--- config.mk ---
export PLATFORM = sky130hd
export DESIGN_NAME = lw_list_walker
export DESIGN_NICKNAME = d
export VERILOG_FILES = /design/src/rtl/lw_pkg.sv /design/src/rtl/lw_word_regs.sv /design/src/rtl/lw_entry_decode.sv /design/src/rtl/lw_addr_gen.sv /design/src/rtl/lw_list_walker.sv
export SDC_FILE = /design/constraint.sdc
export NUM_CORES = 1
export LEC_CHECK = 0
export ABC_AREA = 0
export BUFFER_PORTS_ARGS = -buffer_cell sky130_fd_sc_hd__buf_2
export CAP_MARGIN = 20
export CORE_ASPECT_RATIO = 1.75
export CORE_UTILIZATION = 35
export CTS_CLUSTER_SIZE = 14
export DETAILED_ROUTE_END_ITERATION = 16
export PLACE_DENSITY = 0.69
export SYNTH_ARGS = -nofsm -noshare
export SYNTH_HDL_FRONTEND = slang
export SYNTH_SLANG_ARGS = --single-unit
--- constraint.sdc ---
create_clock -name clk_i -period 3.3 [get_ports clk_i]
set_input_delay 0.33 -clock clk_i [delete_from_list [all_inputs] [get_ports clk_i]]
set_output_delay 0.33 -clock clk_i [all_outputs]
set_load 0.05 [all_outputs]
--- src/rtl/lw_pkg.sv ---
package lw_pkg;
  typedef enum logic [3:0] {
    ST_IDLE, ST_F0, ST_F1, ST_CLS, ST_F2, ST_CHK, ST_XFER, ST_WRES, ST_BR
  } walk_state_e;

  localparam int unsigned ENTRY_BYTES = 16;
  localparam int unsigned RES_OFFSET  = 12;
  localparam int unsigned TYPE_BIT    = 31;
  localparam int unsigned RX_BIT      = 30;
  localparam int unsigned LAST_BIT    = 29;
endpackage

--- src/rtl/lw_word_regs.sv ---
module lw_word_regs #(
  parameter  int NW = 3,
  parameter  int DW = 32,
  localparam int IW = (NW > 1) ? $clog2(NW) : 1
) (
  input  logic                  clk_i,
  input  logic                  rst_ni,
  input  logic                  cap_i,
  input  logic [IW-1:0]         idx_i,
  input  logic [DW-1:0]         data_i,
  output logic [NW-1:0][DW-1:0] words_o
);
  for (genvar g = 0; g < NW; g++) begin : g_w
    logic [DW-1:0] q;
    always_ff @(posedge clk_i or negedge rst_ni) begin
      if (!rst_ni)                         q <= '0;
      else if (cap_i && idx_i == IW'(g))   q <= data_i;
    end
    assign words_o[g] = q;
  end
endmodule

--- src/rtl/lw_entry_decode.sv ---
module lw_entry_decode #(
  parameter int AW = 16,
  parameter int DW = 32
) (
  input  logic          type_bit_i,
  input  logic          rx_bit_i,
  input  logic          last_bit_i,
  input  logic [AW-1:0] jump_i,
  input  logic [DW-1:0] ptr_i,
  output logic          is_branch_o,
  output logic          is_last_o,
  output logic          discard_o,
  output logic          ptr_bad_o,
  output logic          jump_bad_o,
  output logic [AW-1:0] jump_o,
  output logic [DW-1:0] ptr_o
);
  assign is_branch_o = type_bit_i;
  assign is_last_o   = last_bit_i;
  // odd pointer: discard marker on receive, misalignment on transmit
  assign discard_o   = rx_bit_i & ptr_i[0];
  assign ptr_bad_o   = ~rx_bit_i & ptr_i[0];
  assign jump_bad_o  = |jump_i[3:0];
  assign jump_o      = jump_i;
  assign ptr_o       = {ptr_i[DW-1:1], 1'b0};
endmodule

--- src/rtl/lw_addr_gen.sv ---
module lw_addr_gen
  import lw_pkg::*;
#(
  parameter int AW = 16
) (
  input  logic [AW-1:0] entry_i,
  input  logic [AW-1:0] jump_i,
  input  logic [1:0]    word_i,
  input  logic          take_jump_i,
  output logic [AW-1:0] rd_addr_o,
  output logic [AW-1:0] res_addr_o,
  output logic [AW-1:0] next_o
);
  assign rd_addr_o  = entry_i + AW'({word_i, 2'b00});
  assign res_addr_o = entry_i + AW'(RES_OFFSET);
  assign next_o     = take_jump_i ? jump_i : entry_i + AW'(ENTRY_BYTES);
endmodule

--- src/rtl/lw_list_walker.sv ---
module lw_list_walker
  import lw_pkg::*;
#(
  parameter int ADDR_W = 16,
  parameter int DATA_W = 32
) (
  input  logic              clk_i,
  input  logic              rst_ni,
  input  logic              start_i,
  input  logic [ADDR_W-1:0] start_addr_i,
  output logic              busy_o,
  output logic              invalid_o,
  output logic              rd_req_o,
  output logic [ADDR_W-1:0] rd_addr_o,
  input  logic              rd_ack_i,
  input  logic [DATA_W-1:0] rd_data_i,
  output logic              wr_req_o,
  output logic [ADDR_W-1:0] wr_addr_o,
  output logic [DATA_W-1:0] wr_data_o,
  input  logic              wr_ack_i,
  output logic              xfer_valid_o,
  output logic [DATA_W-1:0] xfer_w0_o,
  output logic [DATA_W-1:0] xfer_w1_o,
  output logic [DATA_W-1:0] xfer_ptr_o,
  output logic              xfer_discard_o,
  input  logic              xfer_done_i,
  input  logic [DATA_W-1:0] xfer_result_i,
  output logic              cond_valid_o,
  output logic [DATA_W-1:0] cond_word_o,
  input  logic              taken_i
);
  localparam int NWORDS = 3;

  walk_state_e state_q;
  logic [ADDR_W-1:0] entry_q;
  logic [DATA_W-1:0] result_q;
  logic              invalid_q;
  logic [1:0]        word_idx;
  logic              cap;
  logic [NWORDS-1:0][DATA_W-1:0] words;
  logic is_branch, is_last, discard, ptr_bad, jump_bad;
  logic [ADDR_W-1:0] jump_addr, res_addr, next_addr;
  logic [DATA_W-1:0] ptr_clean;

  always_comb begin
    unique case (state_q)
      ST_F1:   word_idx = 2'd1;
      ST_F2:   word_idx = 2'd2;
      default: word_idx = 2'd0;
    endcase
  end

  assign rd_req_o = (state_q == ST_F0) || (state_q == ST_F1) || (state_q == ST_F2);
  assign cap      = rd_req_o & rd_ack_i;

  lw_word_regs #(.NW(NWORDS), .DW(DATA_W)) u_words (
    .clk_i   (clk_i),
    .rst_ni  (rst_ni),
    .cap_i   (cap),
    .idx_i   (word_idx),
    .data_i  (rd_data_i),
    .words_o (words)
  );

  lw_entry_decode #(.AW(ADDR_W), .DW(DATA_W)) u_dec (
    .type_bit_i  (words[0][TYPE_BIT]),
    .rx_bit_i    (words[0][RX_BIT]),
    .last_bit_i  (words[0][LAST_BIT]),
    .jump_i      (words[1][ADDR_W-1:0]),
    .ptr_i       (words[2]),
    .is_branch_o (is_branch),
    .is_last_o   (is_last),
    .discard_o   (discard),
    .ptr_bad_o   (ptr_bad),
    .jump_bad_o  (jump_bad),
    .jump_o      (jump_addr),
    .ptr_o       (ptr_clean)
  );

  lw_addr_gen #(.AW(ADDR_W)) u_addr (
    .entry_i     (entry_q),
    .jump_i      (jump_addr),
    .word_i      (word_idx),
    .take_jump_i ((state_q == ST_BR) && taken_i),
    .rd_addr_o   (rd_addr_o),
    .res_addr_o  (res_addr),
    .next_o      (next_addr)
  );

  always_ff @(posedge clk_i or negedge rst_ni) begin
    if (!rst_ni) begin
      state_q   <= ST_IDLE;
      entry_q   <= '0;
      result_q  <= '0;
      invalid_q <= 1'b0;
    end else begin
      unique case (state_q)
        ST_IDLE: if (start_i) begin
          if (|start_addr_i[3:0]) invalid_q <= 1'b1;
          else begin
            entry_q   <= start_addr_i;
            invalid_q <= 1'b0;
            state_q   <= ST_F0;
          end
        end
        ST_F0:  if (rd_ack_i) state_q <= ST_F1;
        ST_F1:  if (rd_ack_i) state_q <= ST_CLS;
        ST_CLS: state_q <= is_branch ? ST_BR : ST_F2;
        ST_F2:  if (rd_ack_i) state_q <= ST_CHK;
        ST_CHK: begin
          if (ptr_bad) begin
            invalid_q <= 1'b1;
            state_q   <= ST_IDLE;
          end else state_q <= ST_XFER;
        end
        ST_XFER: if (xfer_done_i) begin
          result_q <= xfer_result_i;
          state_q  <= ST_WRES;
        end
        ST_WRES: if (wr_ack_i) begin
          if (is_last) state_q <= ST_IDLE;
          else begin
            entry_q <= next_addr;
            state_q <= ST_F0;
          end
        end
        ST_BR: begin
          if (taken_i && jump_bad) begin
            invalid_q <= 1'b1;
            state_q   <= ST_IDLE;
          end else begin
            entry_q <= next_addr;
            state_q <= ST_F0;
          end
        end
        default: state_q <= ST_IDLE;
      endcase
    end
  end

  assign busy_o         = (state_q != ST_IDLE);
  assign invalid_o      = invalid_q;
  assign wr_req_o       = (state_q == ST_WRES);
  assign wr_addr_o      = res_addr;
  assign wr_data_o      = result_q;
  assign xfer_valid_o   = (state_q == ST_XFER);
  assign xfer_w0_o      = words[0];
  assign xfer_w1_o      = words[1];
  assign xfer_ptr_o     = ptr_clean;
  assign xfer_discard_o = discard;
  assign cond_valid_o   = (state_q == ST_BR);
  assign cond_word_o    = words[0];

  AST_ENTRY_ALIGNED: assert property (@(posedge clk_i) disable iff (!rst_ni)
    busy_o |-> entry_q[3:0] == 4'h0);
  AST_RD_HOLD: assert property (@(posedge clk_i) disable iff (!rst_ni)
    rd_req_o && !rd_ack_i |=> rd_req_o && $stable(rd_addr_o));
  AST_RD_NO_RESULT: assert property (@(posedge clk_i) disable iff (!rst_ni)
    rd_req_o |-> rd_addr_o[3:2] != 2'b11);
  AST_DISCARD_RX: assert property (@(posedge clk_i) disable iff (!rst_ni)
    xfer_valid_o && xfer_discard_o |-> xfer_w0_o[RX_BIT]);
  AST_TX_PTR_EVEN: assert property (@(posedge clk_i) disable iff (!rst_ni)
    xfer_valid_o && !xfer_w0_o[RX_BIT] |-> !words[2][0]);
  AST_WR_OFFSET: assert property (@(posedge clk_i) disable iff (!rst_ni)
    wr_req_o |-> wr_addr_o[3:0] == 4'hC);
  AST_WR_AFTER_DONE: assert property (@(posedge clk_i) disable iff (!rst_ni)
    xfer_valid_o && xfer_done_i |=> wr_req_o && wr_data_o == $past(xfer_result_i));
  AST_BUSY_CLEAN: assert property (@(posedge clk_i) disable iff (!rst_ni)
    busy_o |-> !invalid_o);
endmodule

==> results of run 1 <==
## metrics by stage
stage | worst slack (ns) | instances
2_1_floorplan | 0.3264 | 610
3_3_place_gp | 0.6405 | 1048
3_5_place_dp | 0.5872 | 1048
4_1_cts | 0.1164 | 1079
5_1_grt | 0.07100 | 1080
6_report | 0.2212 | 1081
## worst paths after layout
kind,start,cells past startpoint,end
setup / recovery,state_q[3],8,rd_addr_o[6]
hold / removal,xfer_result_i[16],2,wr_data_o[16]
setup reg to reg,state_q[2],7,entry_q[9]
hold reg to reg,wr_data_o[17],1,wr_data_o[17]
max in group asynchronous,rst_ni,3,u_words.g_w[2].q[0]
min in group asynchronous,rst_ni,2,u_words.g_w[1].q[11]
## area by class of cell
type                       count  area [um2]
clock inverter                13       207.7
clock buffer                  17       425.4
tap                          248       310.3
sequential                   149        3730
fill                        1902       11200
inverter                      17       63.81
timing repair buffer         296        1558
antenna                        2       5.005
multi-input combinational    339        2785
## cells by family after synthesis
group / after synthesis / share of synthesized area
AOI/OAI and AO/OA: 65 / 0.06413
DFF: 149 / 0.5137
muxes: 128 / 0.1982
adders and majority gates: 5 / 0.009654
buffers and inverters: 122 / 0.1052
other: 1 / 0.0005167
xor gates and xnor gates: 29 / 0.03499
and+or+nand+nor: 111 / 0.07361
## state kept, by name, summed over array words and instances, names as in the netlist
signal / count
u_words.g_w.q: 96
state_q: 4
entry_q: 16
wr_data_o: 32
invalid_o: 1
## worst register-to-register path, delay by kind of cell (launching register included)
| family | cells | cell delay, ns |
|---|---|---|
| DFF | 1 | 0.45 |
| AOI/OAI and AO/OA | 3 | 0.56 |
| and+or+nand+nor | 2 | 1.10 |
| buffers and inverters | 2 | 0.41 |
## routing by layer
metal,wire length (um),vias to the layer above
met1,7151,2663
met5,0,-
met4,729,0
li1,-,2466
met2,10420,217
met3,1004,45
## cells in the mapped netlist, drive strengths merged, types with 8 or more instances
master	instances
inv	16
xnor2	9
nand2	31
nand3	15
dfrtp	149
a21oi	14
clkbuf	8
nor2	31
mux2	126
xor2	20
buf	97
a31oi	10
o21ai	11
## repair_timing
action | in CTS | in global routing
gates resized for setup | 0 | 2
hold endpoints to repair | 73 | 0
hold buffers | 1 | 0
endpoints found under the setup margin | 0 | 8
==> results, run 1 <==
- The flow ran to the end, and the final reports show no timing, DRC or antenna violations.
- The via count of the first global-routing pass came to 5298.
- The initial antenna violation count is 2.
- Summing over every cut layer, the via total after detailed routing is 5391.
- The worst slew slack as a fraction of its limit is 0.4660.
- The worst register-to-register path has a setup slack of 0.67 ns.
- The TritonCTS sink count is 149.
- Traced cell by cell, the critical path runs through nor3_1, buf_4, ha_1, inv_1, fa_1, nand2b_1, xnor2_1, buf_2.
- The post-layout minimum cycle time is 3.079 ns.
- The number of H-tree levels is 4.
- The highest cell delay on the worst timing path is 0.54 ns.
- The total cell area at the placement stage is 0.008432 mm2.
- The final setup violation count is 0.
- The mapped netlist covers 0.007258 mm2.
- Dividing the final minimum period by the clock period gives 0.9330.
- Of all flip-flops after synthesis, the portion carrying an async set or reset was 1.000.
- The worst setup path is captured at a primary output.
- Measured along the x axis, the die boundary spans 110.9 um.
- The sum of buffers and inverters on the critical path is 3.
- The die covers 0.02134 mm2.
- The type of the tightest min-delay check is in -> reg.
- The met1 track demand over resource in global routing is 0.1873.
- The required time of the worst setup path is 2.97 ns.
- The number of nets in the synthesized netlist is 702.
- The die span in y is 192.5 um.
- During placement, the flow inserted port buffers numbering 284.
- The largest total area in the synthesized netlist belongs to dfrtp_1.
- Dividing the detail-routed wire length by the instance count gives 17.86 um.
- The number of nets with antenna violations after routing is 0.
- The slew at the pin closest to its max-slew limit is 0.7937 ns.
- The final number of hold-violating endpoints is 0.
- During synthesis, Yosys emitted a total of 0 warnings.
- In the routed layout, each cell is associated on average with a via count of 4.987.
- Once detailed placement completed, the half-perimeter wirelength came to 14430 um.
- The first global-routing pass estimated 28840 um of wire.
- Global routing finished with a remaining overflow of 0.
- Leaving out fill and tap cells, the most frequent cell in the layout is buf_2.
- The cell type of the slowest stage on the worst timing path is dfrtp_1.
- The final layout contains routed wiring with a total length of 19310 um.
- In the final layout, the share of cells above drive strength 1 is 0.5548.
- The number of enable flip-flop cells after synthesis is 0.
- Setup repair after global routing left no endpoint under its margin.
- For this run, the share of the core covered by cells in the final layout is 0.4478.
- At the end of routability-driven placement, the weighted congestion stood at 0.8827.
- The clock passes through at most 2 buffers.
- In the global route stage, met3 resource usage came out at 0.04052.
- The worst-case hold slack is 0.1412 ns.
- The count of unresolved DRC violations after routing is 0.
- The core footprint is 0.02029 mm2.
- The number of flip-flops and latches in the synthesized netlist is 149.
- STA classifies the critical path startpoint as a flip-flop.
- The clock-pin transition on the worst setup and hold timing paths is 0.07 ns.
- Across every metal layer, demand over resource in global routing totals 0.1763.
- For this run, the detailed router's first-pass iteration total came to 5.
- In this run the worst path has a maximum fanout of 15.
- The clock buffer count from CTS is 17.
- The total of max-cap violations is 0.
- Among cell families on the critical path, the largest total delay comes from adder cells.
- Summed over all failing endpoints, the final setup total negative slack is 0 ns.
- The number of cell rows is 69.
- The final-report max-slew violation count is 0.
- The growth of design area from synthesis to finish is 25.17%.
- The finished cells cover 0.009085 mm2.
- Dividing the synthesized area by the synthesized cell count gives 11.90 um2.
- The synthesized instance count is 610.
- The number of unique standard cell types used by synthesis is 56.
- For this run, the top clock speed supported by timing is 324.8 MHz.
- In the final design database the tool counted 912 nets.
- Entering global routing, the biggest net connects 77 pins.
- The starting density of the core is 0.3578.
- The root buffer cell chosen for the clock tree is clkbuf_16.
- The post-CTS setup buffer count is 0.
- 286 I/O pins were placed.
- Between clock sinks in the finished design, the worst skew comes to 0.009097 ns.
- The later pin in the worst-skew pair is clocked with a latency of 0.42 ns.
- The top cell types in the final layout, fill and taps aside, are buf_2 (283), dfrtp_1 (148), mux2_2 (126), nand2_1 (31), nor2_1 (30).
- The share of Yosys cell area claimed by the top area cell type is 0.5137.
- Of the synthesized area, sequential elements account for 0.5137.
- TritonCTS built the clock tree.
- The number of DRC markers in iteration 0 is 373.
- Data arrives at the worst endpoint at 2.75 ns.
- By area the synthesized netlist is led by dfrtp_1 (51%), mux2_2 (20%), buf_4 (7.3%).
- The most used flip-flop cell after synthesis is dfrtp_1.
- The fraction of met2 tracks used by global routing is 0.3201.
- The critical path is of the reg -> out type.
- The global routing stage identified its most utilized layer as met2.
Power of run 1 is left out: the tool's default activity adds up to more than one toggle a clock period on the data nets, which glitch-free logic cannot reach.
==> run 2, diff against run 1 <==
--- a/config.mk
+++ b/config.mk
@@ -8,11 +8,13 @@
 export ABC_AREA = 0
 export BUFFER_PORTS_ARGS = -buffer_cell sky130_fd_sc_hd__buf_2
 export CAP_MARGIN = 20
+export CELL_PAD_IN_SITES_DETAIL_PLACEMENT = 0
+export CELL_PAD_IN_SITES_GLOBAL_PLACEMENT = 1
 export CORE_ASPECT_RATIO = 1.75
 export CORE_UTILIZATION = 35
 export CTS_CLUSTER_SIZE = 14
 export DETAILED_ROUTE_END_ITERATION = 16
-export PLACE_DENSITY = 0.69
+export PLACE_DENSITY = 0.84
 export SYNTH_ARGS = -nofsm -noshare
 export SYNTH_HDL_FRONTEND = slang
 export SYNTH_SLANG_ARGS = --single-unit
==> constraint.sdc (replaced) <==
create_clock -name clk_i -period 3.63 [get_ports clk_i]
set_input_delay 0.363 -clock clk_i [delete_from_list [all_inputs] [get_ports clk_i]]
set_output_delay 0.363 -clock clk_i [all_outputs]
set_load 0.05 [all_outputs]
==> run 2 against run 1 <==
  * Die area stayed put
  * Global-route usage is 0.21 points higher
  * Clock skew is 0.0016 ns lower
  * Critical endpoint is now rd_addr_o[15]
  * Critical path depth is 1 higher
  * Largest cell class unchanged
  * First-iteration DRC count is 51% lower
  * Final cell count stayed put
  * Sequential share of layout area is 0.12 points higher
  * Sequential cell count stayed put
==> results, run 2 (synthesis gave the netlist of run 1 again) <==
- The initial antenna violation count is 0 (-2).
- The most common cell after layout, fill and taps aside is buf_2.
- In the layout the commonest cells are buf_2 (283), dfrtp_1 (149), mux2_2 (126), nand2_1 (31), nor2_1 (30).
- The fraction of final layout cells sized beyond drive strength 1 is 0.5505 (-0.004273).
- The clock latency of the later-clocked register in the worst-skew pair is 0.42 ns (about the same).
- The storage element area is 0.003729 mm2 (about the same).
- The worst setup path is captured at a primary output.
- The core footprint came to 0.02029 mm2 (unchanged).
- The clock-pin transition on the worst setup and hold timing paths was 0.06 ns (about the same).
- The number of nets with antenna violations after routing was 0 (unchanged).
- The run finished with clean final reports.
- The required time of the worst setup path was 3.27 ns (+0.30 ns).
- The filler cell count is 1917 (+0.79%).
- The via count of the first global-routing pass is 5192 (-2.0%).
- The count of unresolved DRC violations after routing is 0 (unchanged).
- STA classifies the critical path startpoint as a flip-flop.
- The layout net count was 911 (-0.11%).
- The count of port buffers added during placement came to 284 (unchanged).
- The die span in y is 192.5 um (unchanged).
- The routed wire length per instance is 17.57 um (-1.6%).
- The final-report max-slew violation count was 0 (unchanged).
- The final number of hold-violating endpoints is 0 (unchanged).
- The worst-case hold slack is 0.1668 ns (+0.02556 ns).
- The largest buffer count on any clock path is 2 (unchanged).
- The total of max-cap violations came to 0 (unchanged).
- The highest cell delay on the worst timing path is 0.59 ns (+0.05 ns).
- The worst slew slack as a fraction of its limit was 0.3824 (-0.08358).
- The wire length of the first global-routing pass is 28770 um (-0.24%).
- The total wirelength of the detailed-routed design came to 18990 um (-1.6%).
- The critical path is of the reg -> out type.
- The post-layout instance count excluding filler cells was 1081 (unchanged).
- The clock buffer count from CTS is 17 (unchanged).
- The setup TNS came to 0 ns (unchanged).
- TritonCTS built the clock tree.
- The I/O pin count is 286 (unchanged).
- The worst setup skew after layout was 0.007507 ns (-0.001590 ns).
- The total iterations of the first detailed-routing run came to 4 (-1).
- The total global routing track utilization is 0.1784 (+0.002067).
- The number of H-tree levels came to 4 (unchanged).
- The starting density of the core is 0.3578 (unchanged).
- The critical path goes through nor2b_1, nand2_1, inv_1, ha_1, a21oi_1, buf_4, nor4_1, xor2_1, buf_2.
- The CTS root buffer is clkbuf_16.
- The largest individual stage delay along the critical path comes from the cell dfrtp_1.
- The data arrival time at the worst-slack endpoint is 2.92 ns (+0.17 ns).
- The growth of design area from synthesis to finish is 24.75%.
- The slew at the pin closest to its max-slew limit came to 0.9179 ns (+0.1242 ns).
- The final worst slack is 0.3456 ns (+0.1244 ns).
- The final setup violation count is 0 (unchanged).
- The post-layout minimum cycle time is 3.284 ns.
- The routed via count is 5317 (-1.4%).
- The highest clock frequency the design can meet is 304.5 MHz.
- The final RePlAce weighted congestion came to 0.8548 (-3.2%).
- The half-perimeter wire length of the detailed placement result is 14590 um (+1.1%).
- The sum of overflow across all layers after global routing came to 0 (unchanged).
- The die width is 110.9 um (unchanged).
- The post-placement worst setup slack is 0.6222 ns (+0.03499 ns).
- The register with the most flip-flops is u_words.g_w.q.
- The number of cell rows is 69 (unchanged).
- The footprint of the multi-input gates is 0.002786 mm2 (about the same).
- The largest fanout on the critical path is 20 (+5).
- The pin count of the biggest net entering global routing is 89 (+16%).
- The number of DRC markers in iteration 0 is 184 (-51%).
- The cell count after placement is 1047 (-0.095%).
- The routed via count divided by cell count is 4.919 (-1.4%).
- The floorplan die area is 0.02134 mm2 (unchanged).
- Dividing the final minimum period by the clock period gives 0.9048.
- Setup repair after global routing left no endpoint under its margin.
- The type of the tightest min-delay check is in -> reg.
- The number of flip-flops in the largest register is 96 (unchanged).
- The TritonCTS sink count was 149 (unchanged).
## run 2: changes by cell type in the layout (fill, tap and decap cells not counted), sizes merged
| cell | before | now |
|---|---|---|
| diode | 2 | 1 |
| clkinv | 7 | 5 |
| clkbuf | 17 | 21 |
| bufinv | 5 | 3 |
| inv | 17 | 18 |
| clkinvlp | 1 | 2 |
| buf | 295 | 294 |
## run 2: path summary, 6_finish.rpt
path                              startpoint                   end  slack (ns)  cells past startpoint
min in group asynchronous             rst_ni  u_words.g_w[2].q[25]        0.49                      2
max                               state_q[2]         rd_addr_o[15]        0.35                      9
min                        xfer_result_i[13]         wr_data_o[13]        0.17                      2
min reg2reg                    wr_data_o[25]         wr_data_o[25]        0.50                      1
max reg2reg                       state_q[2]  u_words.g_w[0].q[26]        0.94                      6
max in group asynchronous             rst_ni  u_words.g_w[1].q[15]        2.26                      3
## run 2: through the flow
step / utilization / cell area, um2
6_report: 0.4463 / 9055
5_1_grt: 0.4462 / 9052
4_1_cts: 0.4459 / 9047
3_5_place_dp: 0.4159 / 8437
3_3_place_gp: 0.4159 / 8437
2_1_floorplan: - / 7258
## run 2: area by class of cell
type | instances | area share
sequential | 149 | 0.4118
clock buffer | 21 | 0.04974
timing repair buffer | 295 | 0.1726
antenna | 1 | 0.0002764
tap | 248 | 0.03427
clock inverter | 11 | 0.01658
multi-input combinational | 339 | 0.3077
inverter | 17 | 0.007047
## run 2: per-layer routing
| layer | vias to the layer above | track usage | wire, um |
|---|---|---|---|
| met2 | 224 | 0.3330 | 10530 |
| met1 | 2601 | 0.1888 | 7042 |
| met3 | 27 | 0.03769 | 951 |
| li1 | 2465 | - | - |
| met5 | - | 0 | 0 |
| met4 | 0 | 0.08821 | 468 |
## run 2: worst max-delay path: cells and delay by family (launching register included)
family / cells / cell delay [ns]
xor gates and xnor gates: 1 / 0.17
AOI/OAI and AO/OA: 1 / 0.06
DFF: 1 / 0.59
adders and majority gates: 1 / 0.29
buffers and inverters: 3 / 0.55
and+or+nand+nor: 3 / 0.84
## run 2: repair_timing
action / CTS / global route
endpoints found under the hold margin: 61 / 0
hold buffers: 1 / 0
resized for setup: 0 / 1
setup endpoints to repair: 0 / 2
buffers inserted: 0 / 0
Power of run 2 is left out for the same reason.
==> run 3, diff against run 2 <==
--- a/config.mk
+++ b/config.mk
@@ -10,7 +10,7 @@
 export CAP_MARGIN = 20
 export CELL_PAD_IN_SITES_DETAIL_PLACEMENT = 0
 export CELL_PAD_IN_SITES_GLOBAL_PLACEMENT = 1
-export CORE_ASPECT_RATIO = 1.75
+export CORE_ASPECT_RATIO = 1.25
 export CORE_UTILIZATION = 35
 export CTS_CLUSTER_SIZE = 14
 export DETAILED_ROUTE_END_ITERATION = 16
==> run 3 against run 2 <==
  * Maximum frequency shrank 0.46%
  * Register-to-register slack lost 0.09 ns
  * Critical endpoint unchanged
  * Die area is essentially flat
  * Clock-buffer cell count shrank 2
  * Sequential cell count is the same
  * Highest routed layer unchanged
  * Via count shrank 1.7%
==> results, run 3 (synthesis gave the netlist of run 1 again) <==
- The largest buffer count on any clock path was 2 (unchanged).
- The worst slew slack as a fraction of its limit came to 0.3941 (+0.01165).
- The fraction of final layout cells sized beyond drive strength 1 is 0.5537 (+0.003198).
- The number of nets with antenna violations after routing was 0 (unchanged).
- The routed via count divided by cell count is 4.756 (-3.3%).
- The I/O pin count is 286 (unchanged).
- The critical path capture point type is a primary output.
- The start-to-end type of the worst setup path is reg -> out.
- TritonCTS built the clock tree.
- The layout net count is 909 (-0.22%).
- The flow ran to the end, and the final reports show no timing, DRC or antenna violations.
- The half-perimeter wire length of the detailed placement result was 13560 um (-7.0%).
- The number of H-tree levels is 4 (unchanged).
- The slew at the pin closest to its max-slew limit is 0.9006 ns (-0.01732 ns).
- The largest fanout on the critical path is 20 (unchanged).
- The number of flip-flops in the largest register was 96 (unchanged).
- The routed via count is 5227 (-1.7%).
- The setup TNS is 0 ns (unchanged).
- The wire length of the first global-routing pass is 27850 um (-3.2%).
- The CTS root buffer is clkbuf_16.
- The floorplan die area is 0.02132 mm2 (about the same).
- The die width is 130.8 um (+18%).
- The clock-pin transition on the worst setup and hold timing paths is 0.06 ns (about the same).
- The starting density of the core is 0.3585 (+0.0007296).
- The count of port buffers added during placement is 284 (unchanged).
- The TritonCTS sink count is 149 (unchanged).
- The growth of design area from synthesis to finish is 24.39%.
- The initial antenna violation count was 0 (unchanged).
- The data arrival time at the worst-slack endpoint is 2.94 ns (+0.02 ns).
- The most common cell after layout, fill and taps aside is buf_2.
- The total global routing track utilization is 0.1739 (-0.004534).
- The worst setup skew after layout was 0.009349 ns (+0.001842 ns).
- The pin count of the biggest net entering global routing came to 75 (-16%).
- The final standard cell utilization of the core is 0.4459 (about the same).
- The antenna diode count is 0 (-1).
- The total iterations of the first detailed-routing run was 4 (unchanged).
- The total of max-cap violations is 0 (unchanged).
- The sum of overflow across all layers after global routing came to 0 (unchanged).
- The clock buffer count from CTS is 17 (unchanged).
- The final-report max-slew violation count was 0 (unchanged).
- The via count of the first global-routing pass came to 5112 (-1.5%).
- The register with the most flip-flops is u_words.g_w.q.
- The clock latency of the later-clocked register in the worst-skew pair is 0.41 ns (about the same).
- The die span in y was 163.0 um (-15%).
- The final RePlAce weighted congestion is 0.7980 (-6.6%).
- The summed area of non-filler cells in the final layout was 0.009029 mm2 (-0.29%).
- The final number of hold-violating endpoints is 0 (unchanged).
- The total cell area at the placement stage is 0.008412 mm2 (-0.30%).
- The final worst slack is 0.3304 ns (-0.01521 ns).
- The worst hold path belongs to the class in -> reg.
- The routed wire length per instance was 16.82 um (-4.3%).
- The highest clock frequency the design can meet is 303.1 MHz (-0.46%).
- The post-CTS setup buffer count came to 0 (unchanged).
- The core footprint is 0.02025 mm2 (-0.20%).
- The final clock period utilization by the worst path is 0.9090 (+0.004189).
- The number of cell rows is 58 (-16%).
- The count of unresolved DRC violations after routing came to 0 (unchanged).
- The number of DRC markers in iteration 0 is 208 (+13%).
- The final setup violation count came to 0 (unchanged).
- The worst setup slack for register-to-register paths was 0.85 ns (-0.09 ns).
- Setup repair after global routing left no endpoint under its margin.
- The post-layout minimum cycle time is 3.300 ns (+0.01520 ns).
- The post-placement worst setup slack is 0.5929 ns (-0.02924 ns).
- The top cell types in the final layout, fill and taps aside, are buf_2 (283), dfrtp_1 (149), mux2_2 (126), nand2_1 (31), nor2_1 (30).
- The required time of the worst setup path is 3.27 ns (about the same).
- The total wirelength of the detailed-routed design came to 18490 um (-2.7%).
- The kind of start point of the critical path is a flip-flop.
## run 3: cell count changes in the layout (fill, tap and decap cells not counted), sizes merged
cell / change
bufinv: -1
clkinv: +1
clkbuf: -2
inv: +2
clkinvlp: -1
buf: -2
diode: -1
## run 3: area by class of cell
class                   instances  area, um2
repair buffers                293       1510
inverters                      17      63.81
fillers                      1923      11220
flip-flops and latches        149       3729
clock buffers                  19      452.9
multi-input cells             339       2790
clock inverters                12      145.1
well taps                     270      337.8
## run 3: metrics by stage
stage / std cells / hold slack [ns]
finish: 1099 / 0.1840
global route: 1099 / 0.1569
CTS: 1099 / 0.1559
detailed placement: 1067 / 0.4247
global placement: 1067 / 0.4196
floorplan: 610 / 0.06741
## run 3: routing by layer
| metal | GRT usage | vias up | share of wire | wire, um |
|---|---|---|---|---|
| li1 | - | 2453 | - | - |
| met1 | 0.2061 | 2585 | 0.41 | 7536 |
| met2 | 0.3066 | 177 | 0.53 | 9786 |
| met3 | 0.04139 | 12 | 0.050 | 926 |
| met4 | 0.05381 | 0 | 0.013 | 238 |
| met5 | 0 | - | 0 | 0 |
## run 3: path summary, 6_finish.rpt
kind	from	endpoint	cells past startpoint
max	state_q[2]	rd_addr_o[15]	8
min	xfer_result_i[16]	wr_data_o[16]	2
max reg2reg	state_q[2]	entry_q[5]	6
min reg2reg	u_words.g_w[2].q[22]	u_words.g_w[2].q[22]	1
max in group asynchronous	rst_ni	u_words.g_w[0].q[9]	3
min in group asynchronous	rst_ni	u_words.g_w[2].q[26]	2
## run 3: timing repair
| item | 4_1_cts | 5_1_grt |
|---|---|---|
| endpoints found under the setup margin | 0 | 11 |
| hold buffers | 1 | 0 |
| gates resized for setup | 0 | 2 |
| hold endpoints to repair | 20 | 0 |
## run 3: worst max-delay path, stage by stage, from the launching register on
cell and delay [ns]:
dfrtp_1 0.73, nor2b_1 0.29, nand2_1 0.19, inv_1 0.16, ha_1 0.26, a21oi_2 0.33
nor4_1 0.13, xor2_1 0.15, buf_2 0.28
Power of run 3 is left out for the same reason.
